===== src/rtl/oc_pkg.sv =====
package oc_pkg;

  // Pin action applied on each compare event
  typedef enum logic [1:0] {
    ACT_HOLD   = 2'b00,
    ACT_TOGGLE = 2'b01,
    ACT_LOW    = 2'b10,
    ACT_HIGH   = 2'b11
  } pin_act_e;

  // Control word, bit 0 at the bottom: en, act[2:1], mask, oc_sel
  typedef struct packed {
    logic     oc_sel;
    logic     mask;
    pin_act_e act;
    logic     en;
  } ctrl_t;

  localparam int unsigned CTRL_W = $bits(ctrl_t);

  localparam logic [1:0] A_COUNT = 2'd0;
  localparam logic [1:0] A_CMP   = 2'd1;
  localparam logic [1:0] A_CTRL  = 2'd2;
  localparam logic [1:0] A_STAT  = 2'd3;

  localparam int unsigned STAT_FLAG  = 0;
  localparam int unsigned STAT_FORCE = 1;
  localparam int unsigned STAT_LEVEL = 2;
  localparam int unsigned STAT_W     = 3;

  function automatic logic apply_action(input pin_act_e a, input logic cur);
    logic nxt;
    case (a)
      ACT_TOGGLE: nxt = ~cur;
      ACT_LOW:    nxt = 1'b0;
      ACT_HIGH:   nxt = 1'b1;
      default:    nxt = cur;
    endcase
    return nxt;
  endfunction

endpackage


===== src/rtl/oc_counter.sv =====
module oc_counter #(
  parameter int unsigned CNT_W = 16
) (
  input  logic             clk,
  input  logic             rst_n,
  input  logic             en,
  input  logic             tick,
  output logic             advance,
  output logic [CNT_W-1:0] cnt
);

  localparam logic [CNT_W-1:0] ONE = {{(CNT_W-1){1'b0}}, 1'b1};

  function automatic logic [CNT_W-1:0] bump(input logic [CNT_W-1:0] v);
    return v + ONE;
  endfunction

  assign advance = en & tick;

  always_ff @(posedge clk or negedge rst_n) begin
    if (!rst_n)       cnt <= '0;
    else if (advance) cnt <= bump(cnt);
  end

  a_r2_step_by_one: assert property (@(posedge clk) disable iff (!rst_n)
    advance |=> cnt == $past(cnt) + ONE);
  a_r2_hold_when_idle: assert property (@(posedge clk) disable iff (!rst_n)
    !advance |=> $stable(cnt));

endmodule


===== src/rtl/oc_match.sv =====
module oc_match #(
  parameter int unsigned CNT_W = 16
) (
  input  logic             clk,
  input  logic             rst_n,
  input  logic             en,
  input  logic             advance,
  input  logic             cmp_wr,
  input  logic [CNT_W-1:0] cnt,
  input  logic [CNT_W-1:0] cmp,
  output logic             hit
);

  logic done_q;
  logic rearm;

  assign rearm = advance | cmp_wr | ~en;
  assign hit   = en & (cnt == cmp) & ~done_q;

  always_ff @(posedge clk or negedge rst_n) begin
    if (!rst_n)     done_q <= 1'b0;
    else if (rearm) done_q <= 1'b0;
    else if (hit)   done_q <= 1'b1;
  end

  a_r4_single_hit: assert property (@(posedge clk) disable iff (!rst_n)
    (hit && !advance && !cmp_wr) |=> !hit);
  a_r10_quiet_when_off: assert property (@(posedge clk) disable iff (!rst_n)
    hit |-> en);

endmodule


===== src/rtl/oc_pin_action.sv =====
module oc_pin_action
  import oc_pkg::*;
(
  input  logic     clk,
  input  logic     rst_n,
  input  logic     event_in,
  input  pin_act_e act,
  output logic     level
);

  always_ff @(posedge clk or negedge rst_n) begin
    if (!rst_n)        level <= 1'b0;
    else if (event_in) level <= apply_action(act, level);
  end

  a_r6_toggle_flips: assert property (@(posedge clk) disable iff (!rst_n)
    (event_in && act == ACT_TOGGLE) |=> level != $past(level));
  a_r6_low_high: assert property (@(posedge clk) disable iff (!rst_n)
    (event_in && act[1]) |=> level == $past(act[0]));
  a_r6_no_event_hold: assert property (@(posedge clk) disable iff (!rst_n)
    !event_in |=> $stable(level));

endmodule


===== src/rtl/oc_event_flag.sv =====
module oc_event_flag (
  input  logic clk,
  input  logic rst_n,
  input  logic event_in,
  input  logic clr,
  output logic flag
);

  always_ff @(posedge clk or negedge rst_n) begin
    if (!rst_n)        flag <= 1'b0;
    else if (event_in) flag <= 1'b1;
    else if (clr)      flag <= 1'b0;
  end

  a_r8_event_wins: assert property (@(posedge clk) disable iff (!rst_n)
    event_in |=> flag);
  a_r7_clear_works: assert property (@(posedge clk) disable iff (!rst_n)
    (clr && !event_in) |=> !flag);
  a_r7_no_soft_set: assert property (@(posedge clk) disable iff (!rst_n)
    !event_in |=> !$rose(flag));

endmodule


===== src/rtl/oc_channel.sv =====
module oc_channel
  import oc_pkg::*;
#(
  parameter int unsigned CNT_W = 16
) (
  input  logic             clk,
  input  logic             rst_n,
  input  logic             cnt_tick,
  input  logic             reg_wr,
  input  logic [1:0]       reg_addr,
  input  logic [CNT_W-1:0] reg_wdata,
  output logic [CNT_W-1:0] reg_rdata,
  input  logic             port_dir,
  input  logic             port_dout,
  output logic             oc_pin,
  output logic             oc_pin_oe,
  output logic             oc_irq
);

  localparam int unsigned CTRL_PAD = CNT_W - CTRL_W;
  localparam int unsigned STAT_PAD = CNT_W - STAT_W;

  ctrl_t            ctrl_q;
  logic [CNT_W-1:0] cmp_q;
  logic [CNT_W-1:0] cnt;
  logic             wr_cmp, wr_ctrl, wr_stat;
  logic             force_ev, clr_req;
  logic             advance, match_hit, cmp_event;
  logic             flag, level;

  assign wr_cmp   = reg_wr && (reg_addr == A_CMP);
  assign wr_ctrl  = reg_wr && (reg_addr == A_CTRL);
  assign wr_stat  = reg_wr && (reg_addr == A_STAT);
  assign force_ev = wr_stat && reg_wdata[STAT_FORCE];
  assign clr_req  = wr_stat && reg_wdata[STAT_FLAG];
  assign cmp_event = match_hit | force_ev;

  always_ff @(posedge clk or negedge rst_n) begin
    if (!rst_n) begin
      cmp_q  <= '0;
      ctrl_q <= '0;
    end else begin
      if (wr_cmp)  cmp_q  <= reg_wdata;
      if (wr_ctrl) ctrl_q <= ctrl_t'(reg_wdata[CTRL_W-1:0]);
    end
  end

  oc_counter #(.CNT_W(CNT_W)) u_counter (
    .clk     (clk),
    .rst_n   (rst_n),
    .en      (ctrl_q.en),
    .tick    (cnt_tick),
    .advance (advance),
    .cnt     (cnt)
  );

  oc_match #(.CNT_W(CNT_W)) u_match (
    .clk     (clk),
    .rst_n   (rst_n),
    .en      (ctrl_q.en),
    .advance (advance),
    .cmp_wr  (wr_cmp),
    .cnt     (cnt),
    .cmp     (cmp_q),
    .hit     (match_hit)
  );

  oc_pin_action u_action (
    .clk      (clk),
    .rst_n    (rst_n),
    .event_in (cmp_event),
    .act      (ctrl_q.act),
    .level    (level)
  );

  oc_event_flag u_flag (
    .clk      (clk),
    .rst_n    (rst_n),
    .event_in (cmp_event),
    .clr      (clr_req),
    .flag     (flag)
  );

  always_comb begin
    case (reg_addr)
      A_COUNT: reg_rdata = cnt;
      A_CMP:   reg_rdata = cmp_q;
      A_CTRL:  reg_rdata = {{CTRL_PAD{1'b0}}, ctrl_q};
      default: reg_rdata = {{STAT_PAD{1'b0}}, level, 1'b0, flag};
    endcase
  end

  assign oc_irq    = flag & ctrl_q.mask;
  assign oc_pin_oe = ctrl_q.oc_sel | port_dir;
  assign oc_pin    = ctrl_q.oc_sel ? level : port_dout;

  a_r10_disabled_still: assert property (@(posedge clk) disable iff (!rst_n)
    (!ctrl_q.en && !force_ev) |=> ($stable(level) && !$rose(flag) && $stable(cnt)));
  a_r5_force_sets: assert property (@(posedge clk) disable iff (!rst_n)
    force_ev |=> oc_irq == ctrl_q.mask);

endmodule


===== config.mk =====
export PLATFORM = sky130hd
export DESIGN_NAME = oc_channel
export DESIGN_NICKNAME = d
export VERILOG_FILES = /design/src/rtl/oc_pkg.sv /design/src/rtl/oc_counter.sv /design/src/rtl/oc_match.sv /design/src/rtl/oc_pin_action.sv /design/src/rtl/oc_event_flag.sv /design/src/rtl/oc_channel.sv
export SDC_FILE = /design/constraint.sdc
export NUM_CORES = 1
export LEC_CHECK = 0
export BUFFER_PORTS_ARGS = -buffer_cell sky130_fd_sc_hd__buf_4
export CELL_PAD_IN_SITES_DETAIL_PLACEMENT = 2
export CELL_PAD_IN_SITES_GLOBAL_PLACEMENT = 2
export CORE_UTILIZATION = 36
export CTS_BUF_LIST = sky130_fd_sc_hd__clkbuf_16
export DETAILED_ROUTE_END_ITERATION = 8
export PLACE_DENSITY_LB_ADDON = 0.1
export REMOVE_ABC_BUFFERS = 1
export SETUP_SLACK_MARGIN = 0.2
export SYNTH_ARGS = -nofsm -noshare
export SYNTH_HDL_FRONTEND = slang
export SYNTH_HIERARCHICAL = 1
export SYNTH_SLANG_ARGS = --single-unit

===== constraint.sdc =====
create_clock -name clk -period 2.38 [get_ports clk]
set_input_delay 0.714 -clock clk [delete_from_list [all_inputs] [get_ports clk]]
set_output_delay 0.714 -clock clk [all_outputs]
set_load 0.005 [all_outputs]

* After elaboration in Yosys (flattened, before gate mapping)
Index checks and enable logic that the tools add are counted. W data, S select, Z words.
Cells by class: add/sub/neg operators 1, multipliers 0, divide/modulo/power cells 0, $lt $le $gt $ge 0, equality and inequality tests 7, shift-type cells 0, multiplexer cells 7, bitwise operators 11, reduce and logical (&&, ||, !) cells 10
Operators with widths (count):
- $pmux W16 S3 | 1
- $add A16 B1 Y16 const B | 1
- $eq A16 B16 Y1 | 1
- $eq A2 B2 Y1 const B | 4
- $logic_and A1 B1 Y1 | 5
- $mux W1 | 5
- $and A1 B1 Y1 | 4
- $eq A2 B1 Y1 const B | 2
- $or A1 B1 Y1 | 4
- $reduce_bool A2 Y1 | 2
- $not A1 Y1 | 3
- $pmux W1 S3 | 1
- $reduce_bool A3 Y1 | 1
- $logic_not A2 Y1 | 1
- $reduce_and A2 Y1 | 1
Storage, ports and cells: bits in registers 40, latch bits 0, RAM bits 0, bits in read-only memories 0, bits of input ports 24, output and inout bits 19, memories 0

* Depth between registers and ports, before layout
Gate-level depths: netlist of the first run.
depth in word-level cells 5, depth in mapped cells 7, mapped depth without buffers 7

* Hierarchy
The synthesis of the first run kept the hierarchy.
Modules (own cells, without submodules):
- oc_channel | times used 1, cells each 86, area an instance 1171.1 µm², sequential area each 525.5 µm²
- oc_counter | times used 1, cells each 60, area an instance 749.5 µm², sequential area each 400.4 µm²
- oc_match | times used 1, cells each 26, area an instance 224.0 µm², sequential area each 25.0 µm²
- oc_pin_action | times used 1, cells each 4, area an instance 50.0 µm², sequential area each 25.0 µm²
- oc_event_flag | times used 1, cells each 3, area an instance 36.3 µm², sequential area each 25.0 µm²

* Worst setup path before layout of the first run
Ideal clock, no wire load.
path kind input port to output port, start point in reg_addr[0], end point out reg_rdata[0], arrival time 1.354 ns, data required time 1.666 ns, slack 0.312 ns, stages 2, buffers on the path 1, cell sequence buf_6 -> mux4_2
On the way: longest elaborated chain between the ends 2, elaborated cells on any way between the ends 4, those cells by class eq/ne: 2; mux: 1; reduce/logical: 1
Ends and longest elaborated chain:
- start: declaration | RTL line oc_channel.sv:10 | input logic [1:0] reg_addr,
- $eq A2 B2 Y1, or another cell as far along | RTL line oc_channel.sv:85 | case (reg_addr)
- $pmux W16 S3 * | RTL line oc_channel.sv:85
- end: declaration | RTL line oc_channel.sv:12 | output logic [CNT_W-1:0] reg_rdata,
Every way passes the cells marked *; elsewhere a longest branch is shown, timed or not.

* Final worst setup path of the first run
start point in reg_addr[0], end point out reg_rdata[2]
The elaborated chain is that of the path after synthesis.

==> metrics.md, run 1 <==
| Metric | Value |
|---|---|
| Buf/Inv on CP | 2 |
| Leak pwr | 1.38 nW |
| Crit Path Class | in2out |
| Initial antenna violation count | 0 |
| Ys Warns | 6 |
| CTS hold repair buffers | 0 |
| RSZ-0062 raised after global routing | yes |
| Sequential element share of the synthesized area | 44.9% |
| Pwr Density | 796 nW/µm² |
| Final wirelength | 5640 µm |
| Asr flop ratio synth | 100% |
| Post-synth top area share | 44.9% |
| Clock power frac | 33.5% |
| Via density per instance | 5.03 |
| EDFF count, synth | 0 |
| Syn Area/Cell | 12.5 µm² |
| Skew final | 0.00426 ns |
| Endpoints failing setup | 0 |
| FF+latch count, synth | 40 |
| Most frequent cell after synthesis | dfrtp_1 |
| Io pins | 43 |
| Max Buffers Root-to-Sink | 2 |
| Critical Path AT | 1.45 ns |
| Largest area contributor in the netlist | dfrtp_1 |
| Setup TNS | 0 ns |
| NetSw | 653 µW |
| TritonCTS Buffers | 5 |
| Worst Hold Slack | 0.409 ns |
| Register area | 1000 µm² |
| RePlAce Congestion | 0.765 |
| Post-synth top cells | dfrtp_1, xor2_1, nor2_1, mux2_2, mux2i_1 |
| Port bufs | 42 |
| Share of power burned in registers | 42.6% |
| Startpoint types | primary input |
| TritonCTS clock tree | done |
| CTS clk-pin slew, worst paths | 0.06 ns |
| HPWL Detailed | 4140 µm |
| Synth Flop Type | dfrtp_1 |
| Pin count of the biggest net entering global routing | 41 |
| Cells after synthesis | 179 |
| Pint | 1.61 mW |
| Kind of cell adding the most delay to the critical path | multiplexers |
| Final Cycle Share | 91.1% |
| Average wire per standard cell | 18.7 µm |
| CP max stage delay | 0.51 ns |
| GRT Total Usage | 19.5% |
| Drt first pass iters | 4 |
| Row cnt | 28 |
| Pwr Total | 2.26 mW |
| Synthesis-to-finish area growth | 27.3% |
| # H-tree levels | 2 |
| Initial core utilization | 37.5% |
| Peak supply drop | 368 µV |
| First-pass GRT wire length | 9200 µm |
| Area of the mapped netlist | 2230 µm² |
| Vias in the first global route | 1752 |
| Fmax | 461 MHz |
| Setup crit end kind | output pin |
| Postcts setup bufs | 0 |
| Max capacitance violation total | 0 |
| Synth area leaders | dfrtp_1, xor2_1, mux2_2 |
| Total grt overflow | 0 |
| Crit-path cells | buf_12 > mux4_2 > buf_6 |
| Initial DRC Count | 46 |
| Multi-input gate area | 1190 µm² |
| HP Class | in2async |
| Number of inserted diodes | 0 |
| Synth unique cells | 42 |
| CP max FO | 4 |
| Worst-Margin Slew | 0.537 ns |
| Core ar. | 5960 µm² |
| Required @ worst endpoint | 1.67 ns |
| Tmin final | 2.17 ns |
| Layout net count | 251 |
| Die H | 80.7 µm |
| # DRC | 0 |
| Comb pwr share | 23.9% |
| Switching Fraction | 28.9% |
| Die W | 80.7 µm |
| Clk_lat worst skew | 0.28 ns |
| Worst slew margin relative to its limit | 64.2% |
| Detail Route Antenna Nets | 0 |
| Sink Count | 40 |
| Die area | 6520 µm² |
| Slowest CP cell | mux4_2 |
| Max Slew Vio Count | 0 |
| Clock root cell | clkbuf_16 |
| Hold Vio Cnt, Final | 0 |
| Vias | 1519 |
| Fillcell total | 607 |
| Layout cell share with drive strength beyond 1 | 40.5% |
| Outcome | completed |
[placed cells by master, fill, tap and decap left out, drive strengths merged, types with 2 or more instances in the layout]
master / synthesis / layout
buf: 5 / 45
dfrtp: 40 / 40
mux2: 24 / 24
xor2: 21 / 21
nor2: 15 / 15
mux2i: 14 / 14
xnor2: 10 / 10
inv: 7 / 8
nand2: 6 / 6
clkbuf: 0 / 5
nor4: 5 / 5
nand4: 4 / 4
o2bb2ai: 3 / 3
nand3: 3 / 3
and4: 3 / 3
mux4: 2 / 2
nand3b: 2 / 2
or2: 2 / 2
[power groups by stage]
stage               registers, mW  logic, mW  clock network [mW]
global route                0.984      0.600               0.805
finish                      0.963      0.540               0.757
global placement            0.967      0.497                   0
detailed placement          0.980      0.518                   0
CTS                         0.968      0.534               0.777
floorplan                   0.927      0.314                   0
[per-layer routing]
layer | global-route usage [%] | share of wire, % | wire (µm)
met5 | 0 | 0 | 0
met1 | 23.7 | 43 | 2420
met3 | 3.98 | 3.2 | 181
met4 | 5.89 | 1.2 | 69
met2 | 34.6 | 53 | 2970
[registers in the layout (all words and copies together), names as in the netlist]
| signal | cells |
|---|---|
| u_match/done_q | 1 |
| ctrl_q | 5 |
| cmp_q | 16 |
| u_flag/flag | 1 |
| u_action/level | 1 |
| u_counter/cnt | 16 |
[area by class of cell]
class	count	share of cell area, %
well taps	75	3.31
flip-flops and latches	40	35.3
clock buffers	5	4.41
repair buffers	45	12.9
clock inverters	3	1.37
inverters	7	0.926
multi-input cells	127	41.8
[worst paths after layout]
check	start	endpoint	cells after the start	slack, ns
setup / recovery	reg_addr[0]	reg_rdata[2]	3	0.21
hold reg to reg	u_counter/cnt[15]$_DFFE_PN0P_	u_counter/cnt[15]$_DFFE_PN0P_	1	0.51
max in group asynchronous	rst_n	u_counter/cnt[6]$_DFFE_PN0P_	1	1.60
setup reg to reg	u_counter/cnt[8]$_DFFE_PN0P_	u_action/level$_DFFE_PN0P_	7	0.36
min in group clk	u_counter/cnt[15]$_DFFE_PN0P_	u_counter/cnt[15]$_DFFE_PN0P_	1	0.51
hold / removal	rst_n	cmp_q[8]$_DFFE_PN0P_	1	0.41
[cell families (layout without fill, tap and decap cells)]
group                    after synthesis  count (layout)  synth area share (%)
AND/OR/NAND/NOR                       47              47                  13.8
multiplexers                          40              40                  21.9
flip-flops                            40              40                  44.9
XOR/XNOR                              31              31                  12.5
buffers and inverters                 12              60                  3.08
AO/OA/AOI/OAI                          8               8                  3.25
adder cells (fa/ha/maj)                1               1                 0.561
[timing repair]
item | CTS | global route
setup endpoints to repair | 5 | 4
pin swaps | 0 | 1
resized for setup | 5 | 4
[per-stage QoR]
stage	utilization, %	instance area (µm²)	setup WS, ns	instances
finish	47.7	2840	0.211	302
global route	47.7	2840	0.198	302
global placement	44.2	2630	0.145	294
detailed placement	44.2	2630	0.134	294
floorplan	-	2190	0.474	174
CTS	47.3	2820	0.212	302
No activity file was read; power rests on OpenSTA's default activity.
==> run 2: changes to the inputs <==
--- a/config.mk
+++ b/config.mk
@@ -11,6 +11,7 @@
 export CORE_UTILIZATION = 36
 export CTS_BUF_LIST = sky130_fd_sc_hd__clkbuf_16
 export DETAILED_ROUTE_END_ITERATION = 8
+export MAX_ROUTING_LAYER = met4
 export PLACE_DENSITY_LB_ADDON = 0.1
 export REMOVE_ABC_BUFFERS = 1
 export SETUP_SLACK_MARGIN = 0.2
==> run 2 against run 1 <==
Highest routed layer unchanged. Routed wire length rose by 0.12%. Core utilization unchanged. Clock power barely moved.
==> metrics.md, run 2 (synthesized netlist as in run 1, its figures left out) <==
| Metric | Value |
|---|---|
| Setup TNS | 0 ns |
| Slowest CP cell | mux4_2 |
| Initial core utilization | 37.5% |
| CP max FO | 4 |
| Required @ worst endpoint | 1.67 ns |
| RSZ-0062 raised after global routing | yes |
| Clock root cell | clkbuf_16 |
| # H-tree levels | 2 |
| GR Util met1 | 23.7% |
| Max Buffers Root-to-Sink | 2 |
| Clk_lat worst skew | 0.29 ns |
| Setup crit end kind | output pin |
| Buf/Inv on CP | 2 |
| Skew final | 0.00463 ns |
| Fmax | 461 MHz |
| Share of power burned in registers | 42.6% |
| Number of inserted diodes | 0 |
| Die H | 80.7 µm |
| Core ar. | 5960 µm² |
| Commonest non-fill, non-tap cell in the layout | buf_4 |
| Hold Vio Cnt, Final | 0 |
| Crit path launch | reg_addr[0] |
| Sink Count | 40 |
| Top flop regs | cmp_q x16, u_counter/cnt x16, ctrl_q x5 |
| Layout cell share with drive strength beyond 1 | 40.5% |
| Post-route cell area | 2840 µm² |
| FF-to-FF setup slack | 0.36 ns |
| Cells on worst reg2reg path | 7 |
| Critical Path AT | 1.45 ns |
| Highest-count cells in the layout ignoring fill and taps | buf_4, dfrtp_1, xor2_1, nor2_1 |
| Tmin final | 2.17 ns |
| Worst-Margin Slew | 0.540 ns |
| Worst slew margin relative to its limit | 64.0% |
| Outcome | completed |
| Pint | 1.61 mW |
| Crit path to | reg_rdata[2] |
| HP Class | in2async |
| Via density per instance | 5.03 |
| First-pass GRT wire length | 9190 µm |
| Detail Route Antenna Nets | 0 |
| Final wirelength | 5650 µm |
| Grt met2 use | 34.6% |
| Placed Area | 2630 µm² |
| Critical path depth | 3 |
| Kind of cell adding the most delay to the critical path | multiplexers |
| TritonCTS clock tree | done |
| HPWL Detailed | 4140 µm |
| Endpoints failing setup | 0 |
| Max Slew Vio Count | 0 |
| Crit Path Class | in2out |
| Die area | 6520 µm² |
| Drt first pass iters | 4 |
| Average wire per standard cell | 18.7 µm |
| Vias | 1520 |
| Synthesis-to-finish area growth | 27.3% |
| RePlAce Congestion | 0.776 |
| Startpoint types | primary input |
| Postcts setup bufs | 0 |
| Reg2reg end | u_action/level$_DFFE_PN0P_ |
| Row cnt | 28 |
| Initial antenna violation count | 0 |
| GR Util met3 | 3.86% |
| Port bufs | 42 |
| GRT Total Usage | 20.1% |
| Switching Fraction | 28.9% |
| Worst r2r src | u_counter/cnt[8]$_DFFE_PN0P_ |
| Crit-path cells | buf_12 > mux4_2 > buf_6 |
| Vias in the first global route | 1751 |
| Initial DRC Count | 48 |
| Die W | 80.7 µm |
| NetSw | 654 µW |
| CTS clk-pin slew, worst paths | 0.06 ns |
| Layout net count | 251 |
| CP max stage delay | 0.51 ns |
| Clock power frac | 33.5% |
| # DRC | 0 |
| Finished Layout Cells | 302 |
| TritonCTS Buffers | 5 |
| Io pins | 43 |
| Final Cycle Share | 91.1% |
| Most Crowded Layer GR | met2 |
| Peak supply drop | 368 µV |
| Leak pwr | 1.38 nW |
| Pwr Density | 797 nW/µm² |
| Max capacitance violation total | 0 |
| Total grt overflow | 0 |
| Comb pwr share | 23.9% |
| Pin count of the biggest net entering global routing | 41 |
| Placed insts | 294 |
run 2: cell counts in the layout (fill, tap and decap cells not counted):
Identical to the previous run, type by type.
run 2: power groups by stage:
| stage | Sequential, mW | Combinational (mW) | Clock [mW] |
|---|---|---|---|
| 3_5_place_dp | 0.980 | 0.518 | 0 |
| 3_3_place_gp | 0.967 | 0.497 | 0 |
| 6_report | 0.963 | 0.541 | 0.758 |
| 4_1_cts | 0.968 | 0.534 | 0.777 |
| 2_1_floorplan | 0.927 | 0.314 | 0 |
| 5_1_grt | 0.984 | 0.600 | 0.803 |
run 2: metal layers:
| layer | part of all wire, % | up-vias |
|---|---|---|
| met5 | 0 | - |
| met4 | 1.2 | 0 |
| met3 | 3.1 | 7 |
| met2 | 53 | 29 |
| met1 | 43 | 758 |
| li1 | - | 726 |
run 2: worst min path at each step:
| stage | depth (start not counted) | slack, ns | end |
|---|---|---|---|
| floorplan | 0 | 0.42 | cmp_q[0]$_DFFE_PN0P_ |
| global placement | 1 | 0.50 | u_counter/cnt[15]$_DFFE_PN0P_ |
| detailed placement | 1 | 0.51 | u_counter/cnt[15]$_DFFE_PN0P_ |
| CTS | 1 | 0.43 | cmp_q[9]$_DFFE_PN0P_ |
| global route | 1 | 0.45 | cmp_q[12]$_DFFE_PN0P_ |
| finish | 1 | 0.41 | cmp_q[8]$_DFFE_PN0P_ |
run 2: worst reg2reg max path, cell delays in order (launching register included):
cell and delay [ns]:
dfrtp_1 0.45, xor2_1 0.17, nor4_1 0.36, nand4_1 0.19, nor3_1 0.24, a41o_1 0.18
o21ai_0 0.10, a22o_1 0.23
run 2: area by class of cell:
class	count	area [µm²]
Fill cell	607	3120
Multi-Input combinational cell	127	1190
Sequential cell	40	1000
Timing Repair Buffer	45	367
Clock buffer	5	125
Tap cell	75	93.8
Clock inverter	3	38.8
Inverter	7	26.3
run 2: metrics by stage:
step                      total power, mW  hold slack (ns)  setup slack (ns)  util [%]
after global placement               1.46            0.503             0.145      44.2
final                                2.26            0.410             0.211      47.7
after global routing                 2.39            0.449             0.198      47.7
after detailed placement             1.50            0.514             0.134      44.2
after floorplan                      1.24            0.418             0.474         -
after CTS                            2.28            0.431             0.212      47.3
run 2: timing repair:
item,4_1_cts,5_1_grt
setup endpoints to repair,5,4
hold endpoints to repair,0,0
hold buffers,0,0
pin swaps,0,1
resized for setup,5,4
